<file path="config.mk">
export PLATFORM = sky130hd
export DESIGN_NAME = tso_wbuf
export DESIGN_NICKNAME = d
export VERILOG_FILES = /design/src/rtl/tso_wbuf_pkg.sv /design/src/rtl/tso_wbuf_fifo.sv /design/src/rtl/tso_wbuf_fwd.sv /design/src/rtl/tso_wbuf.sv
export SDC_FILE = /design/constraint.sdc
export NUM_CORES = 1
export LEC_CHECK = 0
export ABC_CLOCK_PERIOD_IN_PS = 61900
export BUFFER_PORTS_ARGS = -buffer_cell sky130_fd_sc_hd__buf_2
export CORE_MARGIN = 2
export CORE_UTILIZATION = 50
export CTS_BUF_LIST = sky130_fd_sc_hd__clkbuf_2 sky130_fd_sc_hd__clkbuf_4 sky130_fd_sc_hd__clkbuf_8
export CTS_CLUSTER_SIZE = 20
export DETAILED_ROUTE_END_ITERATION = 7
export PLACE_DENSITY_LB_ADDON = 0.08
export SLEW_MARGIN = 20
export SYNTH_ARGS = -nofsm -noshare
export SYNTH_HDL_FRONTEND = slang
export SYNTH_HIERARCHICAL = 1
export SYNTH_SLANG_ARGS = --single-unit
</file>
<file path="constraint.sdc">
create_clock -name clk_i -period 61.9 [get_ports clk_i]
set_input_delay 12.38 -clock clk_i [delete_from_list [all_inputs] [get_ports clk_i]]
set_output_delay 12.38 -clock clk_i [all_outputs]
set_load 0.02 [all_outputs]
</file>
<file path="src/rtl/tso_wbuf_pkg.sv">
package tso_wbuf_pkg;
  typedef enum logic [1:0] {
    OP_READ  = 2'd0,
    OP_WRITE = 2'd1,
    OP_FENCE = 2'd2
  } req_op_e;
endpackage

</file>
<file path="src/rtl/tso_wbuf_fifo.sv">
module tso_wbuf_fifo #(
  parameter int DEPTH  = 8,
  parameter int ADDR_W = 8,
  parameter int DATA_W = 16,
  localparam int PTR_W = (DEPTH > 1) ? $clog2(DEPTH) : 1,
  localparam int CNT_W = $clog2(DEPTH + 1)
) (
  input  logic              clk_i,
  input  logic              rst_ni,
  input  logic              push_i,
  input  logic [ADDR_W-1:0] push_addr_i,
  input  logic [DATA_W-1:0] push_data_i,
  input  logic              pop_i,
  output logic [ADDR_W-1:0] slot_addr_o [DEPTH],
  output logic [DATA_W-1:0] slot_data_o [DEPTH],
  output logic [PTR_W-1:0]  head_o,
  output logic [CNT_W-1:0]  count_o,
  output logic              full_o,
  output logic              empty_o
);
  logic [PTR_W-1:0] head_q, tail_q;
  logic [CNT_W-1:0] count_q;
  logic [ADDR_W-1:0] addr_q [DEPTH];
  logic [DATA_W-1:0] data_q [DEPTH];

  function automatic logic [PTR_W-1:0] wrap_inc(input logic [PTR_W-1:0] p);
    return (p == PTR_W'(DEPTH - 1)) ? '0 : p + 1'b1;
  endfunction

  always_ff @(posedge clk_i or negedge rst_ni) begin
    if (!rst_ni) begin
      head_q  <= '0;
      tail_q  <= '0;
      count_q <= '0;
    end else begin
      if (push_i) tail_q <= wrap_inc(tail_q);
      if (pop_i)  head_q <= wrap_inc(head_q);
      if (push_i && !pop_i)      count_q <= count_q + 1'b1;
      else if (pop_i && !push_i) count_q <= count_q - 1'b1;
    end
  end

  for (genvar j = 0; j < DEPTH; j++) begin : g_slot
    always_ff @(posedge clk_i) begin
      if (push_i && tail_q == PTR_W'(j)) begin
        addr_q[j] <= push_addr_i;
        data_q[j] <= push_data_i;
      end
    end
    assign slot_addr_o[j] = addr_q[j];
    assign slot_data_o[j] = data_q[j];
  end

  assign head_o  = head_q;
  assign count_o = count_q;
  assign full_o  = (count_q == CNT_W'(DEPTH));
  assign empty_o = (count_q == '0);

  assert_no_overflow_R3: assert property (@(posedge clk_i) disable iff (!rst_ni)
    count_q <= CNT_W'(DEPTH));
  assert_push_fills_R2: assert property (@(posedge clk_i) disable iff (!rst_ni)
    push_i |=> !empty_o);
  assert_pop_shrinks_R6: assert property (@(posedge clk_i) disable iff (!rst_ni)
    (pop_i && !push_i) |=> (count_o == $past(count_o) - 1'b1));
endmodule

</file>
<file path="src/rtl/tso_wbuf_fwd.sv">
module tso_wbuf_fwd #(
  parameter int DEPTH  = 8,
  parameter int ADDR_W = 8,
  parameter int DATA_W = 16,
  localparam int PTR_W = (DEPTH > 1) ? $clog2(DEPTH) : 1,
  localparam int CNT_W = $clog2(DEPTH + 1),
  localparam int AGE_W = PTR_W + 2
) (
  input  logic [ADDR_W-1:0] slot_addr_i [DEPTH],
  input  logic [DATA_W-1:0] slot_data_i [DEPTH],
  input  logic [PTR_W-1:0]  head_i,
  input  logic [CNT_W-1:0]  count_i,
  input  logic [ADDR_W-1:0] look_addr_i,
  output logic              hit_o,
  output logic [DATA_W-1:0] hit_data_o
);
  logic [DEPTH-1:0] live_match;
  logic [AGE_W-1:0] age [DEPTH];

  // age 0 = oldest; a slot is live when its age is below the occupancy
  for (genvar j = 0; j < DEPTH; j++) begin : g_cmp
    always_comb begin
      if (PTR_W'(j) >= head_i) age[j] = AGE_W'(j) - AGE_W'(head_i);
      else                     age[j] = AGE_W'(j) + AGE_W'(DEPTH) - AGE_W'(head_i);
    end
    assign live_match[j] = (age[j] < AGE_W'(count_i)) && (slot_addr_i[j] == look_addr_i);
  end

  always_comb begin
    logic [AGE_W-1:0] best_age;
    hit_o      = 1'b0;
    hit_data_o = '0;
    best_age   = '0;
    for (int j = 0; j < DEPTH; j++) begin
      if (live_match[j] && (!hit_o || age[j] > best_age)) begin
        hit_o      = 1'b1;
        hit_data_o = slot_data_i[j];
        best_age   = age[j];
      end
    end
  end
endmodule

</file>
<file path="src/rtl/tso_wbuf.sv">
module tso_wbuf
  import tso_wbuf_pkg::*;
#(
  parameter int DEPTH    = 8,
  parameter int ADDR_W   = 8,
  parameter int DATA_W   = 16,
  parameter int TID_W    = 2,
  parameter int SELF_TID = 1,
  localparam int PTR_W = (DEPTH > 1) ? $clog2(DEPTH) : 1,
  localparam int CNT_W = $clog2(DEPTH + 1)
) (
  input  logic              clk_i,
  input  logic              rst_ni,
  input  logic              req_valid_i,
  input  logic [1:0]        req_op_i,
  input  logic [ADDR_W-1:0] req_addr_i,
  input  logic [DATA_W-1:0] req_wdata_i,
  output logic              req_ready_o,
  output logic [DATA_W-1:0] rd_data_o,
  output logic              mem_rd_en_o,
  output logic [ADDR_W-1:0] mem_rd_addr_o,
  input  logic [DATA_W-1:0] mem_rd_data_i,
  output logic              mem_wr_valid_o,
  output logic [ADDR_W-1:0] mem_wr_addr_o,
  output logic [DATA_W-1:0] mem_wr_data_o,
  input  logic              mem_wr_ready_i,
  input  logic              lock_held_i,
  input  logic [TID_W-1:0]  lock_owner_i,
  output logic              empty_o
);
  logic [ADDR_W-1:0] slot_addr [DEPTH];
  logic [DATA_W-1:0] slot_data [DEPTH];
  logic [PTR_W-1:0]  head;
  logic [CNT_W-1:0]  count;
  logic full, empty, push, pop, blocked, hit;
  logic [DATA_W-1:0] hit_data;
  req_op_e op;

  assign op      = req_op_e'(req_op_i);
  assign blocked = lock_held_i && (lock_owner_i != TID_W'(SELF_TID));
  assign push    = req_valid_i && (op == OP_WRITE) && !full;
  assign pop     = mem_wr_valid_o && mem_wr_ready_i;

  tso_wbuf_fifo #(.DEPTH(DEPTH), .ADDR_W(ADDR_W), .DATA_W(DATA_W)) u_fifo (
    .clk_i, .rst_ni,
    .push_i(push), .push_addr_i(req_addr_i), .push_data_i(req_wdata_i),
    .pop_i(pop),
    .slot_addr_o(slot_addr), .slot_data_o(slot_data),
    .head_o(head), .count_o(count), .full_o(full), .empty_o(empty)
  );

  tso_wbuf_fwd #(.DEPTH(DEPTH), .ADDR_W(ADDR_W), .DATA_W(DATA_W)) u_fwd (
    .slot_addr_i(slot_addr), .slot_data_i(slot_data),
    .head_i(head), .count_i(count), .look_addr_i(req_addr_i),
    .hit_o(hit), .hit_data_o(hit_data)
  );

  always_comb begin
    unique case (op)
      OP_READ:  req_ready_o = req_valid_i && !blocked;
      OP_WRITE: req_ready_o = req_valid_i && !full;
      OP_FENCE: req_ready_o = req_valid_i && empty;
      default:  req_ready_o = 1'b0;
    endcase
  end

  assign rd_data_o      = hit ? hit_data : mem_rd_data_i;
  assign mem_rd_en_o    = req_valid_i && (op == OP_READ) && !blocked && !hit;
  assign mem_rd_addr_o  = req_addr_i;
  assign mem_wr_valid_o = !empty && !blocked;
  assign mem_wr_addr_o  = slot_addr[head];
  assign mem_wr_data_o  = slot_data[head];
  assign empty_o        = empty;

  assert_drain_gated_R8: assert property (@(posedge clk_i) disable iff (!rst_ni)
    (lock_held_i && lock_owner_i != TID_W'(SELF_TID)) |-> !mem_wr_valid_o);
  assert_read_gated_R8: assert property (@(posedge clk_i) disable iff (!rst_ni)
    (req_valid_i && req_op_i == 2'd0 && lock_held_i && lock_owner_i != TID_W'(SELF_TID))
      |-> !req_ready_o);
  assert_fence_empty_R10: assert property (@(posedge clk_i) disable iff (!rst_ni)
    (req_valid_i && req_op_i == 2'd2 && req_ready_o) |-> empty_o);
  assert_drain_hold_R7: assert property (@(posedge clk_i) disable iff (!rst_ni)
    (mem_wr_valid_o && !mem_wr_ready_i) |=> ($stable(mem_wr_addr_o) && $stable(mem_wr_data_o) && !empty_o));
  assert_own_lock_R9: assert property (@(posedge clk_i) disable iff (!rst_ni)
    (lock_owner_i == TID_W'(SELF_TID) && !empty_o) |-> mem_wr_valid_o);
endmodule

</file>
# After elaboration in Yosys (flattened, before gate mapping)

Memories as Yosys holds them, arrays and structs flattened.
Cells that the tools add are included.

Register bits: 10
RAM bits: 192
Output and inout bits: 52
Logic and storage cells: 245
Memories kept: 2

Memories:

| memory        | depth | width | rd ports | clocked after Yosys merged registers in | wr ports | line                | text |
|---|---|---|---|---|---|---|---|
| u_fifo.data_q | 8     | 16    | 8        | 0                                       | 1        | tso_wbuf_fifo.sv:24 | `logic [DATA_W-1:0] data_q [DEPTH];` |
| u_fifo.addr_q | 8     | 8     | 8        | 0                                       | 1        | tso_wbuf_fifo.sv:23 | `logic [ADDR_W-1:0] addr_q [DEPTH];` |

$add $sub $neg: 20
Magnitude comparators: 24
Equal/unequal tests: 20
Muxes and demuxes: 101
Bitwise operators: 1
Reductions and logical operators: 74

Operators with widths:

| kind                  | number |
|---|---|
| $mux W16              | 18 |
| $reduce_or A16 Y1     | 7 |
| $mux W5               | 15 |
| $mux W8               | 9 |
| $eq A8 B8 Y1          | 8 |
| $reduce_or A8 Y1      | 7 |
| $bmux W16 S3          | 1 |
| $mux W3               | 16 |
| $lt A5 B4 Y1          | 8 |
| $sub A4 B3 Y5 const A | 8 |
| $mux W1               | 38 |
| $logic_and A1 B1 Y1   | 36 |
| $gt A5 B5 Y1          | 7 |
| $bmux W8 S3           | 1 |
| $sub A3 B3 Y4 const A | 4 |
| $eq A3 B3 Y1 const B  | 5 |
| $logic_not A1 Y1      | 13 |
| $ge A3 B3 Y1 const A  | 4 |
| $mux W4               | 2 |
| $sub A1 B3 Y4 const A | 2 |
| $sub A2 B3 Y4 const A | 2 |
| $logic_or A1 B1 Y1    | 7 |
| $add A3 B1 Y3 const B | 2 |
| $eq A3 B2 Y1 const B  | 2 |
| 16 further kinds      | 18 |

# Longest topological paths before layout

Gate-level depths: netlist (run 1).

Depth in word-level cells: 35
Mapped depth: 81

# Modules after synthesis

Netlist (run 1), hierarchy kept.

Modules (own cells, without submodules):

| module        | instances | cells an instance | area an instance (um^2) | seq. area each (um^2) |
|---|---|---|---|---|
| tso_wbuf_fifo | 1         | 261               | 6481.2                  | 6015.8 |
| tso_wbuf_fwd  | 1         | 555               | 4043.9                  | 0.0 |
| tso_wbuf      | 1         | 129               | 1865.5                  | 0.0 |

# Worst setup path after synthesis (run 1)

OpenSTA, ideal clock, no wires.

Path type: input -> output
Start: input port req_addr_i[3]
End: output port rd_data_o[11]
Arrival: 24964 ps
Data required time: 49520 ps
Slack: 24556 ps
Stages: 69
Path buffers: 11
Path through: buf_4 xor2_1 a2111oi_2 o311ai_2 nor2_2 buf_2 nand2_1 ha_1 a21o_1 a21o_1 a31oi_1 clkbuf_1 a21oi_1 clkbuf_1 a21oi_1 ha_1 nor2b_1 o21ai_0 [33 not listed] nor2b_1 o21a_1 o21ai_0 a21oi_1 o22a_1 o21ai_1 clkbuf_1 mux2_4 ha_1 a21o_1 a21oi_1 a31oi_1 o21ai_0 a31oi_1 o21a_1 buf_2 o31ai_1 mux2_2

Word-level cells in the longest chain between the ends: 32
Elaborated cells between the ends (all ways): 68
Classes of those cells: order compare: 7; eq/ne: 8; mux: 24; reduce/logical: 29

RTL lines:

| element                                          | line               | text |
|---|---|---|
| from (decl)                                      | tso_wbuf.sv:16     | `input logic [ADDR_W-1:0] req_addr_i,` |
| $eq A8 B8 Y1                                     | tso_wbuf_fwd.sv:26 | `assign live_match[j] = (age[j] < AGE_W'(count_i)) && (slot_addr_i[j] == look_addr_i);` |
| $logic_and A1 B1 Y1                              | tso_wbuf_fwd.sv:26 |  |
| $mux W5 or $mux W1 (tied branches)               | tso_wbuf_fwd.sv:35 | `if (live_match[j] && (!hit_o \|\| age[j] > best_age)) begin` |
| $gt A5 B5 Y1 or $logic_not A1 Y1 (tied branches) | tso_wbuf_fwd.sv:35 |  |
| $logic_or A1 B1 Y1                               | tso_wbuf_fwd.sv:35 |  |
| $logic_and A1 B1 Y1                              | tso_wbuf_fwd.sv:35 |  |
| $mux W5 or $mux W1 (tied branches)               | tso_wbuf_fwd.sv:35 |  |
| $gt A5 B5 Y1 or $logic_not A1 Y1 (tied branches) | tso_wbuf_fwd.sv:35 |  |
| [17 not listed]                                  | -                  |  |
| $logic_and A1 B1 Y1                              | tso_wbuf_fwd.sv:35 |  |
| $mux W5 or $mux W1 (tied branches)               | tso_wbuf_fwd.sv:35 |  |
| $gt A5 B5 Y1 or $logic_not A1 Y1 (tied branches) | tso_wbuf_fwd.sv:35 |  |
| $logic_or A1 B1 Y1                               | tso_wbuf_fwd.sv:35 |  |
| $logic_and A1 B1 Y1                              | tso_wbuf_fwd.sv:35 |  |
| $mux W16 (*)                                     | tso_wbuf_fwd.sv:35 |  |
| net hit_data[11]                                 | tso_wbuf.sv:36     | `logic [DATA_W-1:0] hit_data;` |
| $mux W16 (*)                                     | tso_wbuf.sv:67     | `assign rd_data_o = hit ? hit_data : mem_rd_data_i;` |
| to (decl)                                        | tso_wbuf.sv:19     | `output logic [DATA_W-1:0] rd_data_o,` |

The timed path passes the listed nets; every way through them passes the cells marked *.

# Worst setup path after layout (run 1)

Start: input port req_addr_i[2]
End: output port rd_data_o[3]

Same word-level chain as after synthesis.

==> results of run 1 <==
critical path, delay by kind of cell:
family	cells	cell delay (ns)
xor gates and xnor gates	1	0.13
AOI/OAI and AO/OA	34	7.41
buffers and inverters	8	1.77
muxes	4	1.36
adders and majority gates	7	1.79
and+or+nand+nor	13	2.62
cell type report:
cell class | count | area, µm²
multi-input combinational | 644 | 5880
sequential | 202 | 6020
tap | 324 | 405
inverter | 48 | 180
antenna | 1 | 2.50
fill | 2075 | 10500
clock inverter | 10 | 46.3
clock buffer | 49 | 606
timing repair buffer | 118 | 636
routing by layer:
| metal | routed length (µm) | vias up | GRT usage, % |
|---|---|---|---|
| met4 | 574 | 0 | 6.90 |
| met5 | 0 | - | 0 |
| met3 | 2290 | 39 | 4.90 |
| met1 | 14700 | 4088 | 37.0 |
| met2 | 14300 | 298 | 37.5 |
| li1 | - | 3798 | - |
cells in the final DEF, fill, tap and decap left out, types with 18 or more instances in the layout:
cell type / instances
ha_1: 79
buf_2: 100
xnor2_1: 26
mux4_2: 48
o31ai_1: 18
o21ai_0: 32
a21oi_1: 26
clkbuf_8: 38
nor2_1: 39
nand2_1: 68
xor2_1: 39
mux2_2: 40
edfxtp_1: 192
o211ai_1: 18
inv_1: 47
buf_4: 18
sequential cells by signal (all words and copies together) (netlist names):
| register | flops |
|---|---|
| u_fifo/addr_q | 64 |
| u_fifo/count_o | 4 |
| u_fifo/data_q | 128 |
| u_fifo/head_o | 3 |
| u_fifo/tail_q | 3 |
final timing paths:
| path | slack, ns | start | end | depth (start not counted) |
|---|---|---|---|---|
| max reg2reg | 58.85 | u_fifo/count_o[0] | u_fifo/count_o[3] | 9 |
| max in group asynchronous | 49.94 | rst_ni | u_fifo/head_o[0] | 1 |
| min in group asynchronous | 11.73 | rst_ni | u_fifo/tail_q[0] | 1 |
| max | 21.99 | req_addr_i[2] | rd_data_o[3] | 67 |
| min | 0.58 | u_fifo/count_o[2] | u_fifo/count_o[2] | 2 |
| min reg2reg | 0.58 | u_fifo/count_o[2] | u_fifo/count_o[2] | 2 |
cell families (layout without fill, tap and decap cells):
logic type	count (synthesis)	after routing	share of synthesized area (%)
AO/OA/AOI/OAI	181	181	10.9
XOR/XNOR	66	66	4.73
adder cells (fa/ha/maj)	80	80	8.14
buffers and inverters	108	225	4.48
flip-flops	202	202	48.6
multiplexers	115	115	15.2
other	2	12	0.0606
AND/OR/NAND/NOR	191	191	7.95
where the power goes:
| group | switching (mW) | internal (mW) |
|---|---|---|
| logic | 0.136 | 0.106 |
| registers | 0.0103 | 0.158 |
| clock network | 0.0533 | 0.0629 |
==> results by group, run 1 <==
Timing
  • Clk_skew: 0.00756 ns
  • Fin crit share: 64.5%
  • Slew Viols, Final: 0
  • Finish-stage setup viols: 0
  • Tmin final: 39.91 ns
  • Fmax: 25.1 MHz
  • Setup TNS: 0 ns
  • Slew @ Worst Pin: 1.07 ns
  • Setup ws final: 21.99 ns
  • Fin. Hold Viols: 0
  • WHS: 0.577 ns
  • RSZ-0062 raised after global routing: no
  • Rel. slew slack: 28.4%

Yosys
  • Synth unique cells: 79
  • Synth area leaders: edfxtp_1 47%, mux4_2 8.7%, ha_1 8.0%, mux2_2 3.6%, xor2_1 2.8%
  • Post-Syn Area per Cell: 13.1 µm²
  • Seq/Total Area, Yosys: 48.6%
  • Synthesized cell area: 12,400 µm²
  • Yosys top cell area share: 46.5%
  • Synth Warn #: 6
  • Largest area contributor in the netlist: edfxtp_1
  • Synthesized flop and latch total: 202
  • Async SR Flop Fraction: 4.95%
  • Most frequent cells after synthesis: 192 x edfxtp_1, 79 x ha_1, 68 x nand2_1
  • Ys flop type: edfxtp_1
  • EDFF count, synth: 192
  • Post-Synthesis Cells: 945
  • Count leader, synth: edfxtp_1

Pwr
  • Power per standard cell area: 38.3 nW/µm²
  • Post-layout power: 0.528 mW
  • Pleak: 5.23 nW
  • VDD IR max: 0.0190 mV

Die
  • Rows: 57
  • Die ar.: 26,100 µm²
  • Die W: 161 µm
  • Ports: 101
  • Starting density of the core: 50.9%
  • Chip height: 161 µm
  • Core region area: 24,300 µm²

Clock tree
  • CTS tree: yes
  • CTS H-tree lvls: 2
  • Setup bufs post-CTS: 0
  • # resized after CTS: 0
  • Hold-fix buffers at CTS: 0
  • Worst-Skew Late Latency: 0.52 ns
  • TritonCTS Buffers: 36
  • CTS root buf: clkbuf_8
  • Clock sink count: 202
  • Clock Path Buffers: 3
  • Worst-path clk slew: 0.05 ns

Detailed routing
  • Pre-antenna DRT Iters: 5
  • Via Count: 8,223
  • DRC Markers: 0
  • Total Wirelength: 31,900 µm
  • Wire length per cell: 22.8 µm
  • Vias/cell: 5.89
  • DR iter-0 viols: 603
  • ANT nets after route: 0

Critical path
  • Critical Path RT: 49.52 ns
  • Critical path endpoint category: output port
  • Max stage delay on crit path: 0.84 ns
  • Crit path kind: primary input to output port
  • CP most frequent cell: ha_1
  • CP arrival: 27.53 ns
  • CP max FO: 38
  • Startpoint types: primary input
  • Slowest cell on crit path: o21ai_4

Hold path
  • Hold Crit Class: flip-flop to flip-flop

Job
  • Max-cap violation count: 0

GRT
  • GRT overflow: 0
  • Gr usage total: 24.9%
  • Vias in the first global route: 8,137
  • Largest net degree at the start of global routing: 58
  • First-pass GRT wire length: 48,900 µm
  • Initial antenna violation count: 1

Finish
  • Final instance count without filler cells: 1,396
  • Core Util, Final: 56.6%
  • Share of post-route cells with drive strength above 1: 29.4%
  • Area Growth Syn to Fin: 11.2%
  • Layout Nets: 1,179
  • Final Instance Area: 13,800 µm²

Placed design
  • Pre-CTS setup slack: 22.06 ns
  • Placed Area: 13,100 µm²
  • Placed cells: 1,336
  • Placer Congestion: 0.832
  • Buffers on Ports: 100
  • DP Wirelength: 21,000 µm

Status
  • Status: complete, no violations
Power figures use the tool's default switching activity.
==> inputs of run 2 (changes only) <==
--- a/config.mk
+++ b/config.mk
@@ -5,7 +5,7 @@
 export SDC_FILE = /design/constraint.sdc
 export NUM_CORES = 1
 export LEC_CHECK = 0
-export ABC_CLOCK_PERIOD_IN_PS = 61900
+export ABC_CLOCK_PERIOD_IN_PS = 36600
 export BUFFER_PORTS_ARGS = -buffer_cell sky130_fd_sc_hd__buf_2
 export CORE_MARGIN = 2
 export CORE_UTILIZATION = 50
==> constraint.sdc (replaced) <==
create_clock -name clk_i -period 36.6 [get_ports clk_i]
set_input_delay 7.32 -clock clk_i [delete_from_list [all_inputs] [get_ports clk_i]]
set_output_delay 7.32 -clock clk_i [all_outputs]
set_load 0.02 [all_outputs]
==> run 2 against run 1 <==
  * Global-route usage is 0.080 points higher
  * Sequential cell count stayed put
  * Register-to-register slack worse by 25 ns
  * Final cell count is 0.36% higher
  * Largest power group unchanged
  * Total power is 72% higher
  * Clock skew is 0.0081 ns higher
  * Critical path depth stayed put
  * Critical path type unchanged
  * Highest routed layer unchanged
==> results by group, run 2 (synthesis gave the netlist of run 1 again) <==
Clock tree
  • CTS H-tree lvls: 2 (unchanged)
  • Worst-path clk slew: 0.07 ns (+0.02 ns)
  • Hold-fix buffers at CTS: 0 (unchanged)
  • CTS root buf: clkbuf_8
  • # resized after CTS: 0 (unchanged)
  • Worst-Skew Late Latency: 0.53 ns (about the same)
  • TritonCTS Buffers: 36 (unchanged)
  • Clock Path Buffers: 3 (unchanged)
  • Clock sink count: 202 (unchanged)
  • Setup bufs post-CTS: 0 (unchanged)
  • CTS tree: yes

Die
  • Rows: 57 (unchanged)
  • Starting density of the core: 50.9% (unchanged)
  • Die W: 161 µm (unchanged)
  • Die ar.: 26,100 µm² (unchanged)
  • Core region area: 24,300 µm² (unchanged)
  • Chip height: 161 µm (unchanged)
  • Ports: 101 (unchanged)

Finish
  • Most frequent cells in the layout: 192 x edfxtp_1, 100 x buf_2, 79 x ha_1, 68 x nand2_1, 48 x mux4_2
  • Commonest non-fill, non-tap cell in the layout: edfxtp_1
  • Top reg by flops: u_fifo/data_q
  • Largest register FFs: 128 (unchanged)
  • Area Growth Syn to Fin: 11.6%
  • Layout Nets: 1,179 (unchanged)
  • Share of post-route cells with drive strength above 1: 29.8% (+0.42 points)
  • Core Util, Final: 56.9% (+0.23 points)

Detailed routing
  • DR iter-0 viols: 747 (+24%)
  • DRC Markers: 0 (unchanged)
  • Vias/cell: 5.86 (-0.53%)
  • Total Wirelength: 32,000 µm (+0.51%)
  • Via Count: 8,209 (-0.17%)
  • Pre-antenna DRT Iters: 5 (unchanged)
  • ANT nets after route: 0 (unchanged)
  • Wire length per cell: 22.9 µm (+0.16%)

Critical path
  • Slowest cell on crit path: o21ai_4
  • Startpoint types: primary input
  • Max stage delay on crit path: 0.83 ns (about the same)
  • CP most frequent cell: ha_1
  • Critical path endpoint category: output port
  • Critical Path RT: 29.28 ns (-20.24 ns)
  • Delay-heaviest family, CP: compound AO/OA/AOI/OAI gates
  • Crit path kind: primary input to output port
  • CP arrival: 22.41 ns (-5.12 ns)
  • WP buf/inv: 8 (unchanged)
  • CP max FO: 38 (unchanged)

Pwr
  • Power per standard cell area: 65.4 nW/µm² (+71%)
  • Pleak: 5.25 nW (+0.44%)
  • VDD IR max: 0.0376 mV (+98%)
  • Post-layout power: 0.905 mW (+72%)

Timing
  • Setup ws final: 6.87 ns (-15.12 ns)
  • RSZ-0062 raised after global routing: no
  • Setup TNS: 0 ns (unchanged)
  • Tmin final: 29.73 ns
  • Clk_skew: 0.0156 ns (+0.00807 ns)
  • WHS: 0.572 ns (-0.00540 ns)
  • Fin crit share: 81.2%
  • Rel. slew slack: 26.4% (-2.1 points)
  • Slew @ Worst Pin: 1.10 ns (+0.0308 ns)
  • Finish-stage setup viols: 0 (unchanged)
  • Fmax: 33.6 MHz
  • Fin. Hold Viols: 0 (unchanged)
  • Slew Viols, Final: 0 (unchanged)

GRT
  • Initial antenna violation count: 1 (unchanged)
  • Gr usage total: 25.0% (+0.080 points)
  • First-pass GRT wire length: 49,000 µm (+0.25%)
  • Vias in the first global route: 8,132 (-0.061%)
  • GRT overflow: 0 (unchanged)
  • Largest net degree at the start of global routing: 58 (unchanged)

Status
  • Status: complete, no violations

Placed design
  • Placer Congestion: 0.836 (+0.49%)
  • Pre-CTS setup slack: 6.86 ns (-15.20 ns)
  • Buffers on Ports: 100 (unchanged)
  • DP Wirelength: 21,100 µm (+0.33%)

Job
  • Max-cap violation count: 0 (unchanged)

Hold path
  • Hold Crit Class: flip-flop to flip-flop
==> run 2: cell types whose count changed in the layout (fill, tap and decap cells not counted), sizes merged <==
cell      change
inv           -1
bufinv        +1
clkinv        +1
clkinvlp      +2
clkbuf        +2
==> run 2: stage by stage <==
stage	area (µm²)	instances
after CTS	13800	1400
after detailed placement	13100	1336
after global placement	13100	1336
final	13800	1401
after floorplan	12400	954
after global routing	13800	1400
==> run 2: layer usage <==
metal / up-vias / global-route usage, % / wire length [µm]
met3: 38 / 4.88 / 2370
met4: 0 / 6.01 / 575
met1: 4081 / 37.3 / 14900
met5: - / 0 / 0
met2: 274 / 37.9 / 14100
li1: 3816 / - / -
==> run 2: final timing paths <==
| kind | startpoint | to | slack [ns] | depth (start not counted) |
|---|---|---|---|---|
| max | req_addr_i[2] | rd_data_o[3] | 6.87 | 67 |
| max in group asynchronous | rst_ni | u_fifo/head_o[0] | 29.70 | 1 |
| min reg2reg | u_fifo/count_o[2] | u_fifo/count_o[2] | 0.57 | 2 |
| min in group asynchronous | rst_ni | u_fifo/count_o[1] | 6.66 | 1 |
| max reg2reg | u_fifo/count_o[0] | u_fifo/count_o[3] | 33.56 | 9 |
| min | u_fifo/count_o[2] | u_fifo/count_o[2] | 0.57 | 2 |
==> run 2: cell type report <==
type | count | area, µm²
fill | 2042 | 10500
timing repair buffer | 118 | 636
tap | 324 | 405
clock inverter | 13 | 100
clock buffer | 51 | 608
inverter | 48 | 180
sequential | 202 | 6020
antenna | 1 | 2.50
multi-input combinational | 644 | 5880
==> run 2: report_power, final <==
part | switching (mW) | internal (mW) | leakage (nW)
sequential | 0.0175 | 0.268 | 1.85
combinational | 0.231 | 0.180 | 3.04
clock | 0.0934 | 0.115 | 0.373
==> run 2: worst register-to-register path, delay by kind of cell (launching register included) <==
kind                       cells  cell delay, ns
adders and majority gates      2            0.60
AOI/OAI and AO/OA              2            0.17
and+or+nand+nor                3            1.43
DFF                            1            0.50
buffers and inverters          2            0.23
